==> config.mk <==
export PLATFORM = sky130hd
export DESIGN_NAME = tx_hold_addr_reg
export DESIGN_NICKNAME = d
export VERILOG_FILES = /design/src/rtl/txah_pkg.sv /design/src/rtl/txah_tick_div.sv /design/src/rtl/txah_hold_timer.sv /design/src/rtl/txah_addr_match.sv /design/src/rtl/tx_hold_addr_reg.sv
export SDC_FILE = /design/constraint.sdc
export NUM_CORES = 1
export LEC_CHECK = 0
export BUFFER_PORTS_ARGS = -buffer_cell sky130_fd_sc_hd__buf_2
export CORE_UTILIZATION = 48
export CTS_CLUSTER_SIZE = 8
export DETAILED_ROUTE_END_ITERATION = 7
export PLACE_DENSITY = 0.74
export SLEW_MARGIN = 25
export SYNTH_ARGS = -nofsm -noshare
export SYNTH_HDL_FRONTEND = slang
export SYNTH_SLANG_ARGS = --single-unit
==> constraint.sdc <==
create_clock -name clk -period 2.5 [get_ports clk]
set_input_delay 0.625 -clock clk [delete_from_list [all_inputs] [get_ports clk]]
set_output_delay 0.625 -clock clk [all_outputs]
set_load 0.005 [all_outputs]
==> src/rtl/txah_pkg.sv <==
package txah_pkg;
  localparam int CFG_W    = 8;
  localparam int NARROW_W = 3;
  localparam int HOLD_W   = CFG_W - NARROW_W;

  // hold code carried by the configuration word; none in the wide mode
  function automatic logic [HOLD_W-1:0] hold_code_of(input logic [CFG_W-1:0] cfg,
                                                     input logic wide);
    return wide ? '0 : cfg[CFG_W-1:NARROW_W];
  endfunction

  // station address comparison, narrow mode looks at the low bits only
  function automatic logic addr_equal(input logic [CFG_W-1:0] rx,
                                      input logic [CFG_W-1:0] cfg,
                                      input logic wide);
    if (wide) return rx == cfg;
    return rx[NARROW_W-1:0] == cfg[NARROW_W-1:0];
  endfunction
endpackage

==> src/rtl/txah_tick_div.sv <==
module txah_tick_div #(
  parameter int DIV_CYCLES = 25
) (
  input  logic clk,
  input  logic rst_n,
  input  logic restart,
  output logic tick
);
  localparam int DIV_W = (DIV_CYCLES > 2) ? $clog2(DIV_CYCLES) : 1;

  logic [DIV_W-1:0] phase;

  assign tick = (phase == DIV_W'(DIV_CYCLES - 1));

  always_ff @(posedge clk or negedge rst_n) begin
    if (!rst_n)          phase <= '0;
    else if (restart)    phase <= '0;
    else if (tick)       phase <= '0;
    else                 phase <= phase + DIV_W'(1);
  end

  // step spacing behind the hold length of R3
  assert_tick_spaced_R3: assert property (@(posedge clk) disable iff (!rst_n)
    tick |=> !tick);
  assert_restart_phase_R3: assert property (@(posedge clk) disable iff (!rst_n)
    restart |=> !tick);
endmodule

==> src/rtl/txah_hold_timer.sv <==
module txah_hold_timer
  import txah_pkg::*;
(
  input  logic              clk,
  input  logic              rst_n,
  input  logic              load,
  input  logic [HOLD_W-1:0] load_code,
  input  logic              cancel,
  input  logic              tick,
  output logic              holding
);
  logic [HOLD_W-1:0] remaining;

  assign holding = (remaining != '0);

  always_ff @(posedge clk or negedge rst_n) begin
    if (!rst_n)                      remaining <= '0;
    else if (load)                   remaining <= load_code;
    else if (cancel)                 remaining <= '0;
    else if (tick && holding)        remaining <= remaining - HOLD_W'(1);
  end

  assert_load_holds_R3: assert property (@(posedge clk) disable iff (!rst_n)
    (load && load_code != '0) |=> holding);
  assert_zero_code_R4: assert property (@(posedge clk) disable iff (!rst_n)
    (load && load_code == '0) |=> !holding);
  assert_cancel_R7: assert property (@(posedge clk) disable iff (!rst_n)
    (cancel && !load) |=> !holding);
  assert_no_growth_R6: assert property (@(posedge clk) disable iff (!rst_n)
    (!load && holding) |=> remaining <= $past(remaining));
endmodule

==> src/rtl/txah_addr_match.sv <==
module txah_addr_match
  import txah_pkg::*;
(
  input  logic             clk,
  input  logic             rst_n,
  input  logic             rx_valid,
  input  logic [CFG_W-1:0] rx_byte,
  input  logic [CFG_W-1:0] cfg,
  input  logic             wide,
  output logic             hit
);
  logic compare_now;

  assign compare_now = rx_valid && addr_equal(rx_byte, cfg, wide);

  always_ff @(posedge clk or negedge rst_n) begin
    if (!rst_n) hit <= 1'b0;
    else        hit <= compare_now;
  end

  assert_hit_needs_valid_R10: assert property (@(posedge clk) disable iff (!rst_n)
    hit |-> $past(rx_valid));
  assert_narrow_low_bits_R8: assert property (@(posedge clk) disable iff (!rst_n)
    (rx_valid && !wide && rx_byte[NARROW_W-1:0] != cfg[NARROW_W-1:0]) |=> !hit);
  assert_wide_full_R9: assert property (@(posedge clk) disable iff (!rst_n)
    (rx_valid && wide && rx_byte == cfg) |=> hit);
endmodule

==> src/rtl/tx_hold_addr_reg.sv <==
module tx_hold_addr_reg
  import txah_pkg::*;
#(
  parameter int DIV_CYCLES = 25
) (
  input  logic             clk,
  input  logic             rst_n,
  input  logic [CFG_W-1:0] cfg_word,
  input  logic             wide_addr_mode,
  input  logic             frame_busy,
  input  logic             last_fill,
  input  logic             rx_addr_valid,
  input  logic [CFG_W-1:0] rx_addr,
  output logic             tx_active,
  output logic             addr_match
);
  logic              hold_load;
  logic              hold_cancel;
  logic [HOLD_W-1:0] hold_code;
  logic              half_us_tick;
  logic              holding;

  assign hold_load   = last_fill;
  assign hold_cancel = frame_busy && !last_fill;
  assign hold_code   = hold_code_of(cfg_word, wide_addr_mode);

  txah_tick_div #(.DIV_CYCLES(DIV_CYCLES)) u_div (
    .clk     (clk),
    .rst_n   (rst_n),
    .restart (hold_load),
    .tick    (half_us_tick)
  );

  txah_hold_timer u_hold (
    .clk       (clk),
    .rst_n     (rst_n),
    .load      (hold_load),
    .load_code (hold_code),
    .cancel    (hold_cancel),
    .tick      (half_us_tick),
    .holding   (holding)
  );

  txah_addr_match u_match (
    .clk      (clk),
    .rst_n    (rst_n),
    .rx_valid (rx_addr_valid),
    .rx_byte  (rx_addr),
    .cfg      (cfg_word),
    .wide     (wide_addr_mode),
    .hit      (addr_match)
  );

  assign tx_active = frame_busy || holding;

  assert_wide_no_hold_R5: assert property (@(posedge clk) disable iff (!rst_n)
    (last_fill && wide_addr_mode) |=> !holding);
  assert_hold_drives_active_R3: assert property (@(posedge clk) disable iff (!rst_n)
    (last_fill && !wide_addr_mode && cfg_word[CFG_W-1:NARROW_W] != '0) |=> tx_active);
endmodule

==> results of run 1 <==
[area by class of cell]
cell class	instances	area share [%]
multi-input cells	53	45.8
flip-flops and latches	11	32.8
repair buffers	23	13.7
clock buffers	3	2.68
inverters	5	2.24
well taps	15	2.24
clock inverters	1	0.596
[critical path, cell delays in order, from the launching register on]
cell and delay (ns):
dfrtp_1 0.38, inv_1 0.09, ha_1 0.23, nor4b_4 0.26, or2b_1 0.25, buf_2 0.12
[state kept, by name (all words and copies together) (netlist names)]
register	count
u_hold.remaining	5
u_match.hit	1
u_div.phase	5
[metrics by stage]
step	power, mW	worst slack [ns]	hold slack [ns]	util [%]
3_3_place_gp	0.287	0.643	0.474	61.6
5_1_grt	0.433	0.190	0.211	63.7
6_report	0.411	0.286	0.201	63.7
3_5_place_dp	0.289	0.591	0.482	61.6
2_1_floorplan	0.253	0.774	0.329	-
4_1_cts	0.417	0.278	0.211	63.7
[cells in the final DEF (no fill, tap or decap), types with 2 or more instances in the layout]
master,n
dfrtp_1,11
buf_2,23
nand3_1,6
xor2_1,5
inv_1,5
ha_1,3
a22oi_1,2
nor4_1,3
a211oi_1,2
nor2_1,7
nor3_1,4
clkbuf_4,3
a21oi_1,2
xnor2_1,7
[routing by layer]
layer	vias up	global-route usage, %
li1	302	-
met1	250	22.6
met2	14	29.9
met3	5	5.11
met4	0	10.3
met5	-	0
[kinds of logic (layout without fill, tap and decap cells)]
logic type,after synthesis,count (layout),share of synthesized area [%]
and+or+nand+nor,29,29,25.5
xor gates and xnor gates,12,12,15.4
DFF,11,11,40.4
AOI/OAI and AO/OA,9,9,9.91
buffers and inverters,6,32,3.30
adders and majority gates,3,3,5.51
[worst paths after layout]
kind,start,cells past startpoint,end
setup / recovery,u_hold.remaining[0],5,tx_active
hold reg to reg,u_div.phase[0],1,u_div.phase[0]
min in group clk,u_div.phase[0],1,u_div.phase[0]
max in group asynchronous,rst_n,1,u_hold.remaining[4]
hold / removal,rst_n,1,u_div.phase[4]
setup reg to reg,u_hold.remaining[0],6,u_hold.remaining[1]
[power groups by stage]
| stage | clock [mW] | combinational [mW] | sequential (mW) |
|---|---|---|---|
| 2_1_floorplan | 0 | 0.0510 | 0.202 |
| 3_3_place_gp | 0 | 0.0829 | 0.204 |
| 3_5_place_dp | 0 | 0.0856 | 0.204 |
| 4_1_cts | 0.130 | 0.0864 | 0.200 |
| 5_1_grt | 0.135 | 0.0971 | 0.202 |
| 6_report | 0.125 | 0.0854 | 0.200 |
==> summary.md, run 1 <==
| Metric | Value |
|---|---|
| Clk_lat worst skew | 0.28 ns |
| Clk slew on worst S/H paths | 0.08 ns |
| Max cap viols | 0 |
| Slew headroom | 67.2% |
| Largest net degree at the start of global routing | 12 |
| Top-count cell post-synth | dfrtp_1 |
| DIE AREA | 1580 sq um |
| Final Cycle Share | 88.5% |
| CTS tree | done |
| Multi-input logic area | 384 sq um |
| Fillers | 117 |
| Overflow after GRT | 0 |
| CP required | 1.88 ns |
| Number of synthesized flops with an enable pin | 0 |
| DP Area | 812 sq um |
| R2r setup slk | 0.95 ns |
| Synth top cells by count | 11 x dfrtp_1, 7 x nor2_1, 7 x xnor2_1 |
| Slew @ Worst Pin | 0.490 ns |
| Cells after Synth | 70 |
| Unrepaired setup endpoints after global routing | false |
| First-pass GRT wire length | 1900 microns |
| NetSw | 0.118 mW |
| Design area | 840 sq um |
| Worst setup EP type | output port |
| Worst setup SP type | register |
| Antenna violations before repair | 0 |
| Fraction of final layout cells sized beyond drive strength 1 | 30.2% |
| Placer Congestion | 0.760 |
| CP arrival | 1.59 ns |
| Worst hold path type | in2async |
| Top layer in use | met4 |
| Post-CTS Resized | 0 |
| Synth cell types | 25 |
| DR iter-0 viols | 6 |
| Gr usage total | 18.8% |
| Initial DRT Pass Iterations | 3 |
| Diodes inserted | 0 |
| Via count | 571 |
| Setup-failing EPs final | 0 |
| # port buffers | 23 |
| Clock sinks | 11 |
| Synthesis-stage register bit count | 11 |
| Detail Route met3 WL | 47 microns |
| Maximum vdd drop | 0.355 mV |
| DIE WIDTH | 39.7 microns |
| Initial Util | 51.8% |
| Rows | 13 |
| Bufs on Longest Clock Path | 2 |
| Core region area | 1320 sq um |
| Register area share after synthesis | 40.4% |
| WL final | 1310 microns |
| Root Buffer | clkbuf_4 |
| Fin. max-slew vios | 0 |
| Status | finished, final reports clean |
| FF/Latch Area | 275 sq um |
| Synth Cell Area | 682 sq um |
| Ys async rst share | 100% |
| Placed cell count | 107 |
| Switching Fraction | 28.8% |
| Fin cells | 111 |
| DR vias/cell | 5.14 |
| Hold-fix buffers, CTS | 0 |
| Clock power share | 30.5% |
| Routed wl met2 | 588 microns |
| Crit path max fanout | 4 |
| Synth warn | 0 |
| WS Path Type | reg2out |
| Synth area leader | dfrtp_1 |
| Final Hold Viols | 0 |
| Layout Area Growth over Synthesis | 23.1% |
| Die height | 39.7 microns |
| Sequential power share | 48.7% |
| DP HPWL | 1050 microns |
| Metal-1 WL | 643 microns |
| WL per Instance | 11.8 microns |
| DRC | 0 |
| Final antenna-violating net count | 0 |
| Syn_area_per_cell | 9.74 sq um |
| Combinational power share | 20.8% |
| Setup TNS | 0 ns |
| P_int | 0.292 mW |
| H-tree lvl count | 1 |
| Setup Skew | 0.00601 ns |
| Post-synth top area share | 40.4% |
| Number of global-route vias before repair | 478 |
| Min Tclk post-route | 2.21 ns |
| CTS Buf Count | 3 |
| # IOs | 24 |
| Post-synth net total | 95 |
| # nets final | 122 |
| Pleak | 0.397 nW |
| Post-CTS Setup Bufs | 0 |
| Max Clock Freq | 0.452 GHz |
| Top_reg_cell synth | dfrtp_1 |
| PD cells | 489 nW/um^2 |
| Area contributors post-synth | dfrtp_1 40%, xnor2_1 9.0%, xor2_1 6.4% |
Power figures use the tool's default switching activity.
==> run 2: changes to the inputs <==
--- a/config.mk
+++ b/config.mk
@@ -5,11 +5,12 @@
 export SDC_FILE = /design/constraint.sdc
 export NUM_CORES = 1
 export LEC_CHECK = 0
-export BUFFER_PORTS_ARGS = -buffer_cell sky130_fd_sc_hd__buf_2
+export BUFFER_PORTS_ARGS = -buffer_cell sky130_fd_sc_hd__buf_4
 export CORE_UTILIZATION = 48
 export CTS_CLUSTER_SIZE = 8
 export DETAILED_ROUTE_END_ITERATION = 7
 export PLACE_DENSITY = 0.74
+export RECOVER_POWER = 100
 export SLEW_MARGIN = 25
 export SYNTH_ARGS = -nofsm -noshare
 export SYNTH_HDL_FRONTEND = slang
==> run 2 against run 1 <==
Sequential power barely moved. Count of clock-buffer cells in the layout rose by 1. Routed wire length rose by 7.1%. Via count rose by 4.9%. Global-route usage rose by 2.5 points. Combinational power rose by 9.8%. Critical path depth did not move. Sequential cell count did not move. Clock skew rose by 0.0025 ns.
==> summary.md, run 2 (synthesized netlist as in run 1, its figures left out) <==
| Metric | Value |
|---|---|
| CP arrival | 1.56 ns |
| Slew headroom | 61.4% |
| Core region area | 1320 sq um |
| Post-CTS Setup Bufs | 0 |
| DRC | 0 |
| Initial DRT Pass Iterations | 2 |
| Dpl ws | 0.586 ns |
| Gr usage total | 21.3% |
| Min Tclk post-route | 2.18 ns |
| Placer Congestion | 0.731 |
| Fin. max-slew vios | 0 |
| Final core utilization | 67.2% |
| Hold-fix buffers, CTS | 0 |
| Worst setup EP type | output port |
| Root Buffer | clkbuf_4 |
| Final antenna-violating net count | 0 |
| Final Cycle Share | 87.3% |
| DP HPWL | 1170 microns |
| DP Area | 870 sq um |
| Worst setup margin | 0.317 ns |
| Rows | 13 |
| # port buffers | 23 |
| End of the worst register-to-register path | u_hold.remaining[1] |
| Die height | 39.7 microns |
| H-tree lvl count | 1 |
| CTS tree | done |
| Largest regs | u_div.phase x5, u_hold.remaining x5, u_match.hit x1 |
| CP endpoint | tx_active |
| Clock sinks | 11 |
| CP required | 1.88 ns |
| Clk_lat worst skew | 0.27 ns |
| R2r setup slk | 0.92 ns |
| WS Path Type | reg2out |
| PD cells | 468 nW/um^2 |
| Fraction of final layout cells sized beyond drive strength 1 | 26.0% |
| Largest net degree at the start of global routing | 12 |
| Bufs on Longest Clock Path | 2 |
| # nets final | 122 |
| Most frequent cells in the layout | 19 x buf_4, 11 x dfrtp_1, 8 x nor2_1 |
| Post-CTS Resized | 0 |
| Antenna violations before repair | 0 |
| Max Clock Freq | 0.458 GHz |
| DR iter-0 viols | 1 |
| Status | finished, final reports clean |
| Diodes inserted | 0 |
| Clk slew on worst S/H paths | 0.07 ns |
| Pleak | 0.406 nW |
| First-pass GRT wire length | 2140 microns |
| Slew @ Worst Pin | 0.579 ns |
| Crit path max fanout | 4 |
| Overflow after GRT | 0 |
| Worst R2R Start | u_hold.remaining[0] |
| Max cap viols | 0 |
| CTS Buf Count | 3 |
| DR vias/cell | 5.40 |
| Layout Area Growth over Synthesis | 29.9% |
| Maximum vdd drop | 0.282 mV |
| Setup-failing EPs final | 0 |
| Setup Skew | 0.00856 ns |
| DIE AREA | 1580 sq um |
| Final Hold Viols | 0 |
| DIE WIDTH | 39.7 microns |
| Via count | 599 |
| Unrepaired setup endpoints after global routing | false |
| Worst setup SP type | register |
| Number of global-route vias before repair | 518 |
| Setup TNS | 0 ns |
| WL per Instance | 12.6 microns |
| Total Power | 0.414 mW |
| Most common cell after layout, fill and taps aside | buf_4 |
| WL final | 1400 microns |
| Design area | 886 sq um |
| Worst hold path type | in2async |
| R2R depth | 6 |
| Critical path origin | u_hold.remaining[0] |
| # IOs | 24 |
| Initial Util | 51.8% |
-- run 2: stage by stage --
step / instances / hold slack (ns)
after floorplan: 70 / 0.329
after global placement: 107 / 0.467
after detailed placement: 107 / 0.467
after CTS: 111 / 0.166
after global routing: 111 / 0.356
final: 111 / 0.315
-- run 2: layer usage --
layer  global-route usage, %  share of wire, %  wire length [microns]  vias up
met4                    5.17              0.78                     11        0
met5                       0                 0                      0        -
met2                    34.4                50                    703       14
li1                        -                 -                      -      305
met3                    8.52               4.6                     64        3
met1                    26.0                44                    624      277
-- run 2: worst min-delay path by stage --
| stage | to | depth (start not counted) | slack, ns | start |
|---|---|---|---|---|
| 4_1_cts | u_div.phase[4] | 1 | 0.17 | rst_n |
| 2_1_floorplan | u_div.phase[0] | 0 | 0.33 | rst_n |
| 3_3_place_gp | u_hold.remaining[2] | 1 | 0.47 | rst_n |
| 3_5_place_dp | u_div.phase[4] | 1 | 0.47 | rst_n |
| 5_1_grt | u_div.phase[3] | 1 | 0.36 | rst_n |
| 6_report | u_div.phase[3] | 1 | 0.32 | rst_n |
-- run 2: area by class of cell --
cell class / instances / area, sq um
fillers: 122 / 432
multi-input cells: 53 / 382
flip-flops and latches: 11 / 275
repair buffers: 23 / 165
clock buffers: 4 / 26.3
inverters: 5 / 18.8
well taps: 15 / 18.8
-- run 2: report_power, final --
part / internal (mW) / switching, mW / leakage [nW]
registers: 0.188 / 0.0122 / 0.147
logic: 0.0536 / 0.0402 / 0.244
clock network: 0.0618 / 0.0584 / 0.0150
total: 0.304 / 0.111 / 0.406
-- run 2: worst max-delay path, stage by stage, from the launching register on --
cell and delay [ns]:
dfrtp_1 0.37, inv_1 0.09, ha_1 0.23, nor4b_4 0.23, or2b_1 0.24, clkbuf_4 0.13
==> run 3: changes to the inputs <==
==> constraint.sdc (replaced) <==
create_clock -name clk -period 2.5 [get_ports clk]
set_input_delay 0.25 -clock clk [delete_from_list [all_inputs] [get_ports clk]]
set_output_delay 0.25 -clock clk [all_outputs]
set_load 0.005 [all_outputs]
==> run 3 against run 2 <==
Core utilization is 0.28 points lower. Final cell count is 0.90% higher. Combinational power is 3.2% lower. Sequential power hardly changed. Maximum frequency is 15% higher. Critical path type unchanged. Largest power group unchanged. Highest routed layer is now met3.
==> summary.md, run 3 (synthesized netlist as in run 1, its figures left out) <==
| Metric | Value |
|---|---|
| Clk slew on worst S/H paths | 0.07 ns |
| Overflow after GRT | 0 |
| CTS Buf Count | 3 |
| Unrepaired setup endpoints after global routing | false |
| DR vias/cell | 5.42 |
| Multi-input logic area | 367 sq um |
| Fin Hold WS | 0.150 ns |
| Slew headroom | 62.6% |
| Root Buffer | clkbuf_4 |
| Pleak | 0.404 nW |
| Worst setup margin | 0.599 ns |
| Most frequent cells in the layout | 19 x buf_4, 11 x dfrtp_1, 8 x nor2_1 |
| Final antenna-violating net count | 0 |
| Number of global-route vias before repair | 489 |
| FF/Latch Area | 275 sq um |
| Most common cell after layout, fill and taps aside | buf_4 |
| DR iter-0 viols | 12 |
| Rows | 13 |
| Worst hold path type | in2reg |
| Hold path start | wide_addr_mode |
| Post-CTS Setup Bufs | 0 |
| Max cap viols | 0 |
| # IOs | 24 |
| WL final | 1390 microns |
| Maximum vdd drop | 0.449 mV |
| Final core utilization | 67.0% |
| Critical path origin | u_hold.remaining[0] |
| Placer Congestion | 0.732 |
| CP arrival | 1.65 ns |
| Worst setup EP type | output port |
| DRC | 0 |
| Largest net degree at the start of global routing | 12 |
| Min Tclk post-route | 1.90 ns |
| DIE WIDTH | 39.7 microns |
| Slew @ Worst Pin | 0.561 ns |
| Worst setup SP type | register |
| CTS tree | done |
| Setup TNS | 0 ns |
| Gr usage total | 20.3% |
| DIE AREA | 1580 sq um |
| # nets final | 123 |
| Diodes inserted | 0 |
| Core region area | 1320 sq um |
| DP HPWL | 1140 microns |
| First-pass GRT wire length | 2050 microns |
| Layout Area Growth over Synthesis | 29.4% |
| # port buffers | 23 |
| Bufs on Longest Clock Path | 2 |
| Max Clock Freq | 0.526 GHz |
| Fin. max-slew vios | 0 |
| Dpl ws | 0.959 ns |
| Setup Skew | 0.00365 ns |
| Largest regs | u_div.phase x5, u_hold.remaining x5, u_match.hit x1 |
| Initial Util | 51.8% |
| Clock sinks | 11 |
| Final Hold Viols | 0 |
| Setup-failing EPs final | 0 |
| WL per Instance | 12.4 microns |
| Clk_lat worst skew | 0.27 ns |
| Total Power | 0.409 mW |
| Fraction of final layout cells sized beyond drive strength 1 | 25.8% |
| Fillers | 119 |
| CP required | 2.25 ns |
| Final Cycle Share | 76.0% |
| Die height | 39.7 microns |
| Antenna violations before repair | 0 |
| H-tree lvl count | 1 |
| Post-CTS Resized | 0 |
| Via count | 607 |
| Status | finished, final reports clean |
| Worst R2R Start | u_hold.remaining[0] |
| Initial DRT Pass Iterations | 4 |
| Crit path max fanout | 4 |
| PD cells | 464 nW/um^2 |
| WS Path Type | reg2out |
## run 3: cell types whose count changed in the layout (fill, tap and decap cells not counted)
cell           change
dlygate4sd3_1      +1
nor4b_1            +1
clkbuf_1           -1
nor4b_4            -1
clkinv_2           +1
## run 3: stage by stage
step	cell area [sq um]	std cells
5_1_grt	882	112
3_5_place_dp	870	107
3_3_place_gp	870	107
4_1_cts	907	112
2_1_floorplan	682	70
6_report	882	112
## run 3: worst max-delay path: stages, from the launching register on
cell      delay [ns]
dfrtp_1         0.38
inv_1           0.09
ha_1            0.22
nor4b_1         0.31
or2b_1          0.26
clkbuf_4        0.13
## run 3: cell type report
class                      count  area share, %
multi-input combinational     53           41.6
sequential                    11           31.2
inverter                       5           2.13
clock buffer                   3           2.55
timing repair buffer          24           19.9
tap                           15           2.13
clock inverter                 1          0.567
## run 3: timing repair
| item | in CTS | in global routing |
|---|---|---|
| endpoints found under the setup margin | 0 | 0 |
| hold endpoints to repair | 11 | 0 |
| hold buffers | 1 | 0 |
## run 3: where the power goes
part           internal [mW]  switching (mW)
combinational         0.0511          0.0397
clock                 0.0593          0.0598
sequential             0.188          0.0110
total                  0.299           0.111
## run 3: path summary, 6_finish.rpt
path	cells after the start	end	slack [ns]
setup / recovery	5	tx_active	0.60
hold / removal	2	u_match.hit	0.15
setup reg to reg	6	u_hold.remaining[1]	0.82
hold reg to reg	1	u_div.phase[0]	0.49
max in group asynchronous	2	u_hold.remaining[0]	1.66
min in group asynchronous	2	u_div.phase[4]	0.47
## run 3: per-layer routing
layer	vias to the layer above	track usage [%]	wire, microns
met3	0	10.2	76
met2	16	31.6	693
met5	-	0	0
met4	0	2.59	0
li1	305	-	-
met1	286	25.5	618
